<file path="src/rtl/i2cm_pkg.sv">
package i2cm_pkg;
  typedef enum logic [3:0] {
    S_IDLE, S_START, S_BIT_LO, S_BIT_HI, S_ACK_LO, S_ACK_HI,
    S_WAIT, S_STOP_LO, S_STOP_HI, S_STOP_REL
  } state_e;
endpackage

</file>
<file path="src/rtl/i2cm_line_mon.sv">
module i2cm_line_mon #(
  parameter int unsigned STAGES = 2
) (
  input  logic clk_i,
  input  logic rst_ni,
  input  logic scl_i,
  input  logic sda_i,
  output logic sda_o,
  output logic busy_o
);
  logic [1:0] raw;
  logic [1:0] sync;
  assign raw = {scl_i, sda_i};

  for (genvar g = 0; g < 2; g++) begin : g_sync
    logic [STAGES-1:0] q;
    always_ff @(posedge clk_i or negedge rst_ni) begin
      if (!rst_ni) q <= '1;
      else         q <= {q[STAGES-2:0], raw[g]};
    end
    assign sync[g] = q[STAGES-1];
  end

  logic scl_s, sda_s, scl_p, sda_p, busy_q;
  logic start_det, stop_det;
  assign scl_s = sync[1];
  assign sda_s = sync[0];
  // edges count only when SCL is high in both samples
  assign start_det = scl_s & scl_p & sda_p & ~sda_s;
  assign stop_det  = scl_s & scl_p & ~sda_p & sda_s;

  always_ff @(posedge clk_i or negedge rst_ni) begin
    if (!rst_ni) begin
      scl_p  <= 1'b1;
      sda_p  <= 1'b1;
      busy_q <= 1'b0;
    end else begin
      scl_p <= scl_s;
      sda_p <= sda_s;
      if (start_det)     busy_q <= 1'b1;
      else if (stop_det) busy_q <= 1'b0;
    end
  end

  assign sda_o  = sda_s;
  assign busy_o = busy_q;

  AST_START_SETS_BUSY: assert property (@(posedge clk_i) disable iff (!rst_ni)
    start_det |=> busy_o);
  AST_STOP_CLEARS_BUSY: assert property (@(posedge clk_i) disable iff (!rst_ni)
    stop_det |=> !busy_o);
endmodule

</file>
<file path="src/rtl/i2cm_half_timer.sv">
module i2cm_half_timer #(
  parameter int unsigned HALF_DIV = 500
) (
  input  logic clk_i,
  input  logic rst_ni,
  input  logic en_i,
  output logic tick_o
);
  localparam int unsigned CW = (HALF_DIV > 1) ? $clog2(HALF_DIV) : 1;
  localparam logic [CW-1:0] LAST = CW'(HALF_DIV - 1);

  logic [CW-1:0] cnt_q;

  assign tick_o = en_i && (cnt_q == LAST);

  always_ff @(posedge clk_i or negedge rst_ni) begin
    if (!rst_ni)   cnt_q <= '0;
    else if (en_i) cnt_q <= tick_o ? '0 : cnt_q + CW'(1);
  end

  AST_CNT_IN_RANGE: assert property (@(posedge clk_i) disable iff (!rst_ni)
    cnt_q <= LAST);
  AST_CNT_FROZEN: assert property (@(posedge clk_i) disable iff (!rst_ni)
    !en_i |=> $stable(cnt_q));
endmodule

</file>
<file path="src/rtl/i2c_addr_master.sv">
module i2c_addr_master
  import i2cm_pkg::*;
#(
  parameter int unsigned HALF_DIV    = 1000,
  parameter int unsigned SYNC_STAGES = 2
) (
  input  logic       clk_i,
  input  logic       rst_ni,
  input  logic       data_we_i,
  input  logic [7:0] data_i,
  input  logic       ctrl_we_i,
  input  logic       ctrl_mst_i,
  input  logic       ctrl_trx_i,
  input  logic       ctrl_bb_i,
  input  logic       ctrl_pin_i,
  input  logic       scl_i,
  input  logic       sda_i,
  output logic       scl_oe_o,
  output logic       sda_oe_o,
  output logic       busy_o,
  output logic       pin_o,
  output logic       trx_o,
  output logic       lrb_o,
  output logic       irq_o
);
  localparam int unsigned BITS = 8;
  localparam int unsigned BW   = $clog2(BITS);

  state_e          state_q;
  logic [BITS-1:0] dbr_q, shift_q;
  logic [BW-1:0]   bit_q;
  logic            dir_q, pin_q, trx_q, lrb_q, sda_oe_q, sda_nxt;
  logic            sda_s, busy, tick, tmr_en, start_go, stop_go;

  i2cm_line_mon #(.STAGES(SYNC_STAGES)) u_mon (
    .clk_i (clk_i), .rst_ni(rst_ni), .scl_i(scl_i), .sda_i(sda_i),
    .sda_o (sda_s), .busy_o(busy)
  );

  assign tmr_en = (state_q != S_IDLE) && (state_q != S_WAIT);

  i2cm_half_timer #(.HALF_DIV(HALF_DIV)) u_tmr (
    .clk_i(clk_i), .rst_ni(rst_ni), .en_i(tmr_en), .tick_o(tick)
  );

  assign start_go = ctrl_we_i && ctrl_mst_i && ctrl_trx_i && ctrl_bb_i && ctrl_pin_i
                    && (state_q == S_IDLE) && !busy;
  assign stop_go  = ctrl_we_i && ctrl_pin_i && !ctrl_bb_i && (state_q == S_WAIT);

  always_comb begin
    unique case (state_q)
      S_START, S_STOP_LO, S_STOP_HI: sda_nxt = 1'b1;
      S_BIT_LO, S_BIT_HI:            sda_nxt = ~shift_q[BITS-1];
      default:                       sda_nxt = 1'b0;
    endcase
  end

  always_ff @(posedge clk_i or negedge rst_ni) begin
    if (!rst_ni) dbr_q <= '0;
    else if (data_we_i) dbr_q <= data_i;
  end

  always_ff @(posedge clk_i or negedge rst_ni) begin
    if (!rst_ni) begin
      state_q  <= S_IDLE;
      shift_q  <= '0;
      bit_q    <= '0;
      dir_q    <= 1'b0;
      pin_q    <= 1'b1;
      trx_q    <= 1'b0;
      lrb_q    <= 1'b0;
      sda_oe_q <= 1'b0;
    end else begin
      // SDA follows the state one cycle late: data moves only after SCL fell
      sda_oe_q <= sda_nxt;
      unique case (state_q)
        S_IDLE: if (start_go) begin
          state_q <= S_START;
          shift_q <= dbr_q;
          dir_q   <= dbr_q[0];
          bit_q   <= BW'(BITS - 1);
          trx_q   <= 1'b1;
        end
        S_START:  if (tick) state_q <= S_BIT_LO;
        S_BIT_LO: if (tick) state_q <= S_BIT_HI;
        S_BIT_HI: if (tick) begin
          if (bit_q == '0) state_q <= S_ACK_LO;
          else begin
            bit_q   <= bit_q - BW'(1);
            shift_q <= shift_q << 1;
            state_q <= S_BIT_LO;
          end
        end
        S_ACK_LO: if (tick) state_q <= S_ACK_HI;
        S_ACK_HI: if (tick) begin
          lrb_q   <= sda_s;
          if (!sda_s) trx_q <= ~dir_q;
          pin_q   <= 1'b0;
          state_q <= S_WAIT;
        end
        S_WAIT: if (stop_go) begin
          pin_q   <= 1'b1;
          state_q <= S_STOP_LO;
        end
        S_STOP_LO:  if (tick) state_q <= S_STOP_HI;
        S_STOP_HI:  if (tick) state_q <= S_STOP_REL;
        S_STOP_REL: if (tick) state_q <= S_IDLE;
        default:    state_q <= S_IDLE;
      endcase
    end
  end

  assign scl_oe_o = (state_q == S_BIT_LO) || (state_q == S_ACK_LO) ||
                    (state_q == S_WAIT)   || (state_q == S_STOP_LO);
  assign sda_oe_o = sda_oe_q;
  assign busy_o   = busy;
  assign pin_o    = pin_q;
  assign trx_o    = trx_q;
  assign lrb_o    = lrb_q;
  assign irq_o    = ~pin_q;

  AST_START_NEEDS_FREE_BUS: assert property (@(posedge clk_i) disable iff (!rst_ni)
    (state_q == S_START && $past(state_q) == S_IDLE) |-> $past(!busy_o));
  AST_SDA_STABLE_SCL_HIGH: assert property (@(posedge clk_i) disable iff (!rst_ni)
    (state_q == S_BIT_HI && $past(state_q) == S_BIT_HI) |-> $stable(sda_oe_o));
  AST_ACK_SLOT_RELEASED: assert property (@(posedge clk_i) disable iff (!rst_ni)
    (state_q == S_ACK_HI) |-> !sda_oe_o);
  AST_PEND_ON_NINTH_FALL: assert property (@(posedge clk_i) disable iff (!rst_ni)
    $fell(pin_o) |-> ($past(state_q) == S_ACK_HI && scl_oe_o));
  AST_STRETCH_WHILE_PENDING: assert property (@(posedge clk_i) disable iff (!rst_ni)
    !pin_o |-> scl_oe_o);
  AST_TRX_KEPT_ON_NACK: assert property (@(posedge clk_i) disable iff (!rst_ni)
    ($fell(pin_o) && lrb_o) |-> $stable(trx_o));
endmodule

</file>
<file path="config.mk">
export PLATFORM = sky130hd
export DESIGN_NAME = i2c_addr_master
export DESIGN_NICKNAME = d
export VERILOG_FILES = /design/src/rtl/i2cm_pkg.sv /design/src/rtl/i2cm_line_mon.sv /design/src/rtl/i2cm_half_timer.sv /design/src/rtl/i2c_addr_master.sv
export SDC_FILE = /design/constraint.sdc
export NUM_CORES = 1
export LEC_CHECK = 0
export ABC_AREA = 1
export BUFFER_PORTS_ARGS = -buffer_cell sky130_fd_sc_hd__buf_2
export CORE_ASPECT_RATIO = 1.4
export CORE_UTILIZATION = 60
export CTS_BUF_LIST = sky130_fd_sc_hd__clkbuf_8
export DETAILED_ROUTE_END_ITERATION = 8
export GPL_TIMING_DRIVEN = 0
export HOLD_SLACK_MARGIN = 0.15
export PLACE_DENSITY = 0.81
export SLEW_MARGIN = 20
export SYNTH_ARGS = -nofsm -noshare
export SYNTH_HDL_FRONTEND = slang
export SYNTH_SLANG_ARGS = --single-unit
</file>
<file path="constraint.sdc">
create_clock -name clk_i -period 4.55 [get_ports clk_i]
set_clock_uncertainty 0.2 [all_clocks]
set_input_delay 0.2275 -clock clk_i [delete_from_list [all_inputs] [get_ports clk_i]]
set_output_delay 0.2275 -clock clk_i [all_outputs]
set_load 0.02 [all_outputs]
</file>
==> impl_metrics.csv, run 1 <==
group,metric,value,unit
route,drt_iter0_drc,58,
setup_path,crit_top_cell,"nand2_1",
setup_path,critical_path.slowest_cell,"dfrtp_1",
power,p_int,962,uW
route,dr.pass1.iters,4,
sta,finalSetupTns,0,ns
setup_path,crit_chain,"ha_1 > nand2_1 > nor2_4 > nand3_4 > nor2_8 > nor2_8 > nor2_8 > nand2_1 > nand2_1 > nand2_1",
cts,clk_pin_slew,0.09,ns
power,power_frac_comb,47.8,%
synth,synth_area,0.00244,mm2
synth,synth_top_cell_by_area,"dfrtp_1",
setup_path,critPathMaxFanout,7,
grt,grt_antenna_before_repair,0,
synth,synth_area_leaders,"dfrtp_1 (39%), nand2_1 (13%), dfstp_2 (7.5%), nand3_2 (4.5%), inv_1 (4.5%)",
setup_path,path_class,"register to register",
placement,place_congestion,0.942,
setup_path,critPathRequiredTime,4.55,ns
sta,slew-limit-headroom,63.4,%
setup_path,cp.arrival,1.94,ns
cells_and_area,fillers,302,
route,post_drt_wl_per_cell,13.1,um
power,switching_power,752,uW
synth,synth.net_count,308,
cts,cts.htree.levels,2,
die,die_area,0.00432,mm2
grt,grt_pass1_vias,2047,
cells_and_area,fin_util,73.6,%
route,drc,0,
sta,report.final.slew_viol_count,0,
flow_run,maxCapViolations,0,
placement,port_buffers,24,
grt,overflow,0,
cts,cts_buffer_depth,2,
synth,synthXorXnorAreaFrac,0.719,%
synth,synthDistinctLibCells,36,
grt,grtUsageTotal,25.7,%
outcome,status,"completed",
synth,synth_top_area_share,39.0,%
cells_and_area,antennaDiodeCount,0,
die,core-area,0.00392,mm2
cts,cts_setup_buffers,0,
power,swShare,43.9,%
die,start_util,62.2,%
synth,ys_seq_area_share,46.6,%
die,die_h,77.4,um
cts,cts-root-buf,"clkbuf_8",
hold_path,hp-class,"register to register",
grt,grt_pass1_wl,8.70,mm
cells_and_area,drive_gt1_share,23.3,%
cts,cts_tree,"built",
power,power.density,594,mW/mm2
synth,synthMuxAreaShare,0.873,%
synth,yosysWarnings,0,
setup_path,critPathLaunchType,"register",
sta,max_freq,0.515,GHz
placement,dpl_cell_area,0.00261,mm2
power,seqPwrFrac,34.8,%
synth,synth_top_family_by_area,"simple AND/OR/NAND/NOR gates",
route,routed_via_density,5.43,
cts,clk_latency,0.30,ns
route,vias,2052,
sta,final.min_clock_period,1.94,ns
placement,placed_cells,354,
setup_path,critPathMaxStageDelay,0.44,ns
synth,synth_simple_gate_area_share,32.6,%
setup_path,end_kind,"register",
route,ant_nets,0,
sta,setup_violations,0,
cells_and_area,seqCellArea,0.00113,mm2
cells_and_area,finalNonFillerCells,378,
sta,fin_crit_sh,42.7,%
synth,synth_compound_area_share,10.5,%
synth,synth_cells,287,
synth,synthAdderAreaFrac,1.54,%
placement,hpwl,3.44,mm
cells_and_area,final_area,0.00289,mm2
sta,hold_viol,0,
cts,cts_buffers,5,
power,p_leak,0.00145,uW
sta,rsz0062_at_grt,"false",
cells_and_area,nets,355,
power,clkPwrFrac,17.4,%
grt,grt_start_max_net_pins,46,
cells_and_area,multiInputGateArea,0.00113,mm2
route,postRouteWirelength,4.96,mm
die,die_x,55.9,um
synth,avgSynthCellArea,8.49,um2
cts,cts_sinks,45,
die,num_io_pins,25,
power,vdd_drop_max,0.456,mV
synth,ys_seq_elements,45,
sta,worst_pin_slew,0.548,ns
die,num_rows,27,
cells_and_area,area_delta_synth_final,18.4,%
## timing repair
| action | in CTS | in global routing |
|---|---|---|
| gates resized for setup | 0 | 0 |
| setup endpoints to repair | 0 | 0 |
| hold buffers | 16 | 0 |
| hold endpoints to repair | 48 | 0 |
## final timing paths
kind	slack (ns)	endpoint	start	depth (start not counted)
min in group asynchronous	0.25	u_tmr.cnt_q[8]$_DFFE_PN0P_	rst_ni	2
min reg2reg	0.16	u_mon.g_sync[0].q[1]$_DFF_PN1_	u_mon.g_sync[0].q[0]$_DFF_PN1_	0
max reg2reg	2.61	state_q[1]$_DFFE_PN0P_	u_tmr.cnt_q[0]$_DFFE_PN0P_	10
max	2.61	state_q[1]$_DFFE_PN0P_	u_tmr.cnt_q[0]$_DFFE_PN0P_	10
max in group asynchronous	3.52	u_mon.g_sync[0].q[0]$_DFF_PN1_	rst_ni	2
min	0.16	u_mon.g_sync[0].q[1]$_DFF_PN1_	u_mon.g_sync[0].q[0]$_DFF_PN1_	0
## power groups by stage
| stage | Clock, uW | Combinational, uW | Sequential [uW] |
|---|---|---|---|
| floorplan | 0 | 645 | 587 |
| global placement | 0 | 782 | 595 |
| detailed placement | 0 | 802 | 600 |
| CTS | 303 | 822 | 594 |
| global route | 314 | 927 | 609 |
| finish | 298 | 820 | 596 |
## cells in the mapped netlist
master,count
xor2_1,1
dfstp_2,7
o22ai_1,3
a21oi_4,1
nand3_1,14
a211oi_1,1
mux2_2,1
nor2_1,16
inv_1,29
nand3_2,11
buf_2,2
o21ai_0,16
nand2_4,2
a21oi_1,9
o21a_1,1
o311ai_0,1
buf_12,1
o31ai_1,2
nor2_4,2
xnor2_1,1
dfrtp_1,38
nand3_4,1
clkbuf_1,1
ha_1,3
a22o_1,1
nor2_8,4
nor2_2,4
o21bai_1,1
nand2_2,3
inv_2,7
clkbuf_4,1
nand2_1,82
nand4_1,4
nor3_1,7
o21ai_1,8
mux2i_1,1
## flip-flops by register name (all words and copies together) (netlist names)
signal          flops
bit_q               3
dbr_q               8
dir_q               1
lrb_o               1
pin_o               1
sda_oe_o            1
shift_q             8
state_q             4
trx_o               1
u_mon.busy_o        1
u_mon.g_sync.q      4
u_mon.scl_p         1
u_mon.sda_p         1
u_tmr.cnt_q        10
## kinds of logic after synthesis
| group | Yosys count |
|---|---|
| buffers and inverters | 41 |
| DFF | 45 |
| xor gates and xnor gates | 2 |
| muxes | 2 |
| and+or+nand+nor | 150 |
| adders and majority gates | 3 |
| AOI/OAI and AO/OA | 44 |
## stage by stage
| step | total power, uW | setup slack [ns] | hold slack (ns) |
|---|---|---|---|
| floorplan | 1230 | 2.80 | -0.268 |
| global placement | 1380 | 2.64 | 0.132 |
| detailed placement | 1400 | 2.60 | 0.134 |
| CTS | 1720 | 2.58 | 0.160 |
| global route | 1850 | 2.39 | 0.166 |
| finish | 1710 | 2.61 | 0.160 |
## cell type report
cell class	instances	area share (%)
plain buffers	5	1.43
clock buffers	5	2.39
clock inverters	3	1.47
inverters	36	4.68
multi-input cells	201	39.0
flip-flops and latches	45	39.3
well taps	43	1.86
repair buffers	40	9.80
## routing by layer
| metal | vias up | routed length (um) | track usage, % |
|---|---|---|---|
| met5 | - | 0 | 0 |
| met4 | 0 | 181 | 13.2 |
| met1 | 964 | 2000 | 28.9 |
| li1 | 1020 | - | - |
| met2 | 48 | 2630 | 46.5 |
| met3 | 20 | 140 | 4.17 |
## cells in the final DEF, fill, tap and decap left out, types with 2 or more instances in the layout
| cell type | Yosys | final |
|---|---|---|
| nor2_2 | 4 | 4 |
| inv_1 | 29 | 30 |
| o21ai_0 | 16 | 16 |
| o21ai_1 | 8 | 8 |
| nand2_2 | 3 | 3 |
| nand4_1 | 4 | 4 |
| clkbuf_8 | 0 | 5 |
| nor2_1 | 16 | 16 |
| dlygate4sd3_1 | 0 | 16 |
| ha_1 | 3 | 3 |
| o31ai_1 | 2 | 2 |
| dfstp_2 | 7 | 7 |
| buf_2 | 2 | 25 |
| dfrtp_1 | 38 | 38 |
| nand2_4 | 2 | 2 |
| nor2_4 | 2 | 2 |
| o22ai_1 | 3 | 3 |
| nor2_8 | 4 | 4 |
| nand2_1 | 82 | 82 |
| nand3_1 | 14 | 14 |
| inv_2 | 7 | 7 |
| nor3_1 | 7 | 7 |
| a21oi_1 | 9 | 9 |
| nand3_2 | 11 | 11 |
## worst max-delay path: cells and delay by family (launching register included)
kind | cells | cell delay [ns]
flops | 1 | 0.44
simple gates | 9 | 0.97
fa+ha+maj | 1 | 0.22
Power figures use the tool's default switching activity.
==> inputs of run 2 (changes only) <==
- clock period: 4.55 -> 1.8 ns (I/O delays scaled with it)
==> run 2 against run 1 <==
Net effect:
- the flow now finishes with violations (negative setup slack)
- die area unchanged
- sequential cell count unchanged
- critical path depth unchanged
- worst setup slack worse by 2.7 ns
- first-iteration DRC count up 120%
- combinational power rose to 3.7 times the previous value
- register-to-register slack worse by 2.7 ns
- worst hold slack worse by 0.047 ns
- sequential power rose to 2.6 times the previous value
- largest cell class is now multi-input combinational cells
- highest routed layer unchanged
==> impl_metrics.csv, run 2 (synthesis gave the netlist of run 1 again) <==
group,metric,value,unit
outcome,status,"finished, violations left",
outcome,failed_checks,"negative setup slack",
setup_path,critPathLaunchType,"register",
grt,grt_pass1_wl,9.95,mm
sta,timing.hold.ws,0.113,ns
cells_and_area,drive_gt1_share,34.9,%
placement,port_buffers,24,
cells_and_area,largest_register_ffs,10,
cts,clk_pin_slew,0.09,ns
setup_path,cp.arrival,1.89,ns
die,die_x,55.9,um
sta,setup_violations,15,
die,num_rows,27,
die,num_io_pins,25,
die,core-area,0.00392,mm2
setup_path,critPathMaxFanout,6,
route,ant_nets,0,
setup_path,r2r_setup_slack,-0.08,ns
placement,placed_cells,354,
grt,grtUsageTotal,29.5,%
cts,cts_tree,"built",
flow_run,maxCapViolations,0,
die,die_area,0.00432,mm2
route,postRouteWirelength,6.38,mm
setup_path,r2r-start,"state_q[3]$_DFFE_PN0P_",
cts,cts_buffer_depth,2,
sta,report.final.slew_viol_count,0,
sta,worst_pin_slew,0.548,ns
power,power.density,1640,mW/mm2
hold_path,hp-class,"input port to asynchronous set/reset pin",
sta,rsz0062_at_grt,"true",
setup_path,regToRegEndpoint,"bit_q[1]$_DFFE_PN0P_",
cells_and_area,area_delta_synth_final,33.4,%
placement,place_congestion,0.942,
sta,hold_viol,0,
cells_and_area,finalNonFillerCells,404,
grt,grt_pass1_vias,2301,
sta,fin_crit_sh,105,%
cells_and_area,fillers,234,
setup_path,critPathLaunch,"state_q[3]$_DFFE_PN0P_",
cts,cts.htree.levels,2,
placement,hpwl,3.44,mm
cells_and_area,final_cell_mix,"nand2_1 (65), dfrtp_1 (33), inv_1 (30), buf_2 (23), dlygate4sd3_1 (22)",
route,post_drt_wl_per_cell,15.8,um
power,vdd_drop_max,1.25,mV
route,dr.pass1.iters,5,
cts,cts_sinks,45,
cells_and_area,multiInputGateArea,0.00124,mm2
cts,clk_latency,0.30,ns
setup_path,endpoint,"bit_q[1]$_DFFE_PN0P_",
sta,setup_ws,-0.0846,ns
setup_path,critPathRequiredTime,1.81,ns
cells_and_area,top_register,"u_tmr.cnt_q",
sta,slew-limit-headroom,63.4,%
grt,grt_start_max_net_pins,46,
route,vias,2311,
cells_and_area,fin_util,83.0,%
route,routed_via_density,5.72,
cells_and_area,antennaDiodeCount,0,
cells_and_area,seqCellArea,0.00114,mm2
placement,dp_slack,-0.148,ns
setup_path,end_kind,"register",
sta,final.min_clock_period,1.88,ns
cells_and_area,nets,381,
grt,grt_antenna_before_repair,0,
die,start_util,62.2,%
power,p_leak,0.00159,uW
power,power.total,5350,uW
cts,cts-root-buf,"clkbuf_8",
route,drc,0,
route,drt_iter0_drc,129,
sta,max_freq,0.531,GHz
grt,overflow,0,
cts,cts_buffers,5,
die,die_h,77.4,um
cells_and_area,final_common_cell,"nand2_1",
setup_path,rr_worst_depth,10,
cells_and_area,top_regs,"u_tmr.cnt_q: 10 flops, dbr_q: 8 flops, shift_q: 8 flops",
setup_path,path_class,"register to register",
-- run 2: cell count changes in the layout (fill, tap and decap cells not counted), sizes merged --
cell	before	now
buf	27	47
nand2	87	88
clkbuf	7	6
dlygate4sd3	16	22
-- run 2: layout make-up --
class	count	area share (%)
Multi-Input combinational cell	202	38.2
Sequential cell	45	35.1
Timing Repair Buffer	65	15.8
Inverter	36	4.31
Clock buffer	5	2.12
Tap cell	43	1.65
Buffer	5	1.54
Clock inverter	3	1.31
-- run 2: critical path: stages, from the launching register on --
cell and delay [ns]:
dfrtp_2 0.47, nor2_2 0.18, nand3_2 0.18, nand2_4 0.17, nor2_8 0.06, nor2_8 0.10
nor2_8 0.05, buf_12 0.13, buf_12 0.13, nand3_2 0.06, nand2_2 0.05
-- run 2: stage by stage --
step | TNS, ns | area, um2
floorplan | 0 | 2440
global placement | -1.43 | 2610
detailed placement | -1.98 | 2610
CTS | -0.195 | 3100
global route | -1.68 | 3250
finish | -0.617 | 3250
-- run 2: worst min-delay path by stage --
stage | to | slack (ns)
after global placement | u_mon.g_sync[1].q[0]$_DFF_PN1_ | -0.005
after global routing | u_mon.g_sync[1].q[1]$_DFF_PN1_ | 0.17
after CTS | dbr_q[6]$_DFFE_PN0P_ | 0.16
final | shift_q[7]$_DFFE_PN0P_ | 0.11
after detailed placement | u_mon.g_sync[1].q[0]$_DFF_PN1_ | -0.003
after floorplan | bit_q[0]$_DFFE_PN0P_ | -0.41
-- run 2: power by group --
group          internal (uW)  switching (uW)  leakage (uW)
logic                   1270            1750      0.000996
registers               1280             280      0.000539
clock network            411             350     0.0000595
total                   2970            2380       0.00159
-- run 2: per-layer routing --
metal	global-route usage, %	part of all wire (%)
met5	0	0
met4	15.4	4.5
met3	4.83	4.6
met2	54.7	56
met1	31.8	35
-- run 2: what timing repair did --
action,4_1_cts,5_1_grt
endpoints found under the hold margin,51,0
gates resized for setup,14,33
pin swaps,8,17
setup buffers,11,9
endpoints found under the setup margin,15,19
hold buffers,22,0
cloned,1,1
==> inputs of run 3 (changes only) <==
- HOLD_SLACK_MARGIN: 0.15 -> 0.08
- TNS_END_PERCENT: not set -> 1
==> run 3 against run 2 <==
Net effect:
- the flow still finishes with violations (negative setup slack)
- sequential cell count is the same
- global-route usage is 0.39 points lower
- worst setup slack gained 0.052 ns
- sequential power barely moved
- utilization down 2.4 points
- cell count is 1.7% lower
- power shrank 4.9%
- wire length shrank 5.4%
- maximum frequency grew 2.9%
- clock power barely moved
- register-to-register slack better by 0.05 ns
- die area stayed put
==> impl_metrics.csv, run 3 (synthesis gave the netlist of run 1 again) <==
group,metric,value,unit
flow_run,maxCapViolations,0,
sta,fin_crit_sh,102,%
power,swShare,43.4,%
power,switching_power,2210,uW
power,power_frac_comb,54.6,%
route,ant_nets,0,
setup_path,cp.arrival,1.82,ns
die,die_area,0.00432,mm2
cts,cts_sinks,45,
grt,grt_start_max_net_pins,46,
route,drt_iter0_drc,122,
route,routed_via_density,5.68,
cells_and_area,multiInputGateArea,0.00119,mm2
cells_and_area,seqCellArea,0.00114,mm2
setup_path,path_class,"register to register",
sta,report.final.slew_viol_count,0,
sta,final.min_clock_period,1.83,ns
route,dr.pass1.iters,4,
cells_and_area,nets,374,
hold_path,hp-class,"input port to register",
power,seqPwrFrac,30.4,%
die,num_rows,27,
die,die_x,55.9,um
placement,dp_slack,-0.148,ns
cells_and_area,top_register,"u_tmr.cnt_q",
cells_and_area,largest_register_ffs,10,
die,start_util,62.2,%
cts,cts-root-buf,"clkbuf_8",
placement,port_buffers,24,
sta,max_freq,0.546,GHz
grt,grt_pass1_wl,9.83,mm
cells_and_area,drive_gt1_share,31.4,%
cts,cts_tree,"built",
cts,cts_buffers,5,
power,p_int,2880,uW
cells_and_area,fillers,251,
die,num_io_pins,25,
grt,grt_antenna_before_repair,0,
placement,place_congestion,0.942,
sta,slew-limit-headroom,62.3,%
die,die_h,77.4,um
setup_path,critPathRequiredTime,1.79,ns
sta,timing.hold.ws,0.0874,ns
grt,overflow,0,
sta,setup_ws,-0.0323,ns
placement,hpwl,3.44,mm
cells_and_area,final_cell_mix,"nand2_1 (73), dfrtp_1 (33), inv_1 (30), buf_2 (23), dlygate4sd3_1 (20)",
sta,rsz0062_at_grt,"true",
power,vdd_drop_max,1.34,mV
setup_path,crit_top_cell,"nor2_8",
route,postRouteWirelength,6.03,mm
setup_path,critical_path.top_delay_family,"simple AND/OR/NAND/NOR gates",
cts,clk_pin_slew,0.08,ns
route,vias,2255,
cts,clk_latency,0.30,ns
cts,cts_buffer_depth,2,
setup_path,critical_path.slowest_cell,"dfrtp_1",
cts,cts.htree.levels,2,
sta,setup_violations,14,
outcome,status,"finished, violations left",
setup_path,critPathMaxStageDelay,0.42,ns
grt,grt_pass1_vias,2276,
route,drc,0,
cells_and_area,area_delta_synth_final,29.6,%
power,clkPwrFrac,15.0,%
setup_path,critPathLaunchType,"register",
outcome,failed_checks,"negative setup slack",
grt,grtUsageTotal,29.1,%
sta,hold_viol,0,
setup_path,end_kind,"register",
sta,worst_pin_slew,0.565,ns
power,power.density,1610,mW/mm2
cells_and_area,final_common_cell,"nand2_1",
power,p_leak,0.00156,uW
setup_path,path_buf_inv,1,
die,core-area,0.00392,mm2
setup_path,critPathMaxFanout,6,
cells_and_area,top_regs,"u_tmr.cnt_q: 10 flops, dbr_q: 8 flops, shift_q: 8 flops",
setup_path,crit_chain,"ha_4 > nand2_4 > nor2_4 > nand3_4 > nor2_8 > nor2_8 > nor2_8 > buf_12 > nand2_4 > nand2_1 > nand2_1",
cells_and_area,antennaDiodeCount,0,
route,post_drt_wl_per_cell,15.2,um
==> run 3: changes by cell type in the layout (fill, tap and decap cells not counted), sizes merged <==
cell and delta:
dlygate4sd3 -2, nand2 -1, buf -4
==> run 3: what timing repair did <==
| item | CTS | global route |
|---|---|---|
| endpoints found under the hold margin | 50 | 0 |
| setup buffers | 11 | 3 |
| cloned | 1 | 0 |
| hold buffers | 20 | 0 |
| endpoints found under the setup margin | 15 | 19 |
| pin swaps | 8 | 14 |
| gates resized for setup | 14 | 16 |
==> run 3: cell type report <==
cell class              instances  area share, %
multi-input cells             201           37.6
flip-flops and latches         45           36.1
repair buffers                 59           15.2
inverters                      36           4.36
clock buffers                   5           2.18
well taps                      43           1.70
plain buffers                   5           1.47
clock inverters                 3           1.35
==> run 3: routing by layer <==
layer	part of all wire [%]	global-route usage, %	up-vias	wire length [um]
met3	3.9	4.83	27	234
met5	0	0	-	0
met4	4.0	15.4	0	240
met1	36	31.3	1089	2190
li1	-	-	1060	-
met2	56	53.9	79	3370
==> run 3: tightest hold or removal path, cell delays in order <==
cell and delay (ns):
buf_2 0.10, inv_1 0.07, nor3_1 0.06, nand3_1 0.10, mux2i_1 0.08, inv_1 0.05
==> run 3: path summary, 6_finish.rpt <==
kind	to	slack (ns)	start	depth (start not counted)
max	state_q[0]$_DFFE_PN0P_	-0.03	u_tmr.cnt_q[0]$_DFFE_PN0P_	11
min reg2reg	u_mon.g_sync[0].q[1]$_DFF_PN1_	0.16	u_mon.g_sync[0].q[0]$_DFF_PN1_	0
min in group asynchronous	u_tmr.cnt_q[8]$_DFFE_PN0P_	0.13	rst_ni	2
max reg2reg	state_q[0]$_DFFE_PN0P_	-0.03	u_tmr.cnt_q[0]$_DFFE_PN0P_	11
max in group asynchronous	state_q[0]$_DFFE_PN0P_	0.86	rst_ni	2
min	dir_q$_DFFE_PN0P_	0.09	ctrl_bb_i	6
==> run 3: stage by stage <==
stage               area (um2)  util (%)  TNS [ns]  instances  total power [uW]
floorplan                 2440         -         0        287              3110
global placement          2610      66.6     -1.43        354              3480
detailed placement        2610      66.6     -1.98        354              3550
CTS                       3080      78.7    -0.195        394              4780
global route              3160      80.6     -1.41        397              5420
finish                    3160      80.6    -0.237        397              5090
==> run 3: power by group through the flow <==
stage,Combinational (uW),Sequential (uW),Clock (uW)
5_1_grt,3050,1580,795
3_3_place_gp,1980,1500,0
4_1_cts,2510,1500,767
3_5_place_dp,2030,1520,0
2_1_floorplan,1630,1480,0
6_report,2780,1550,762
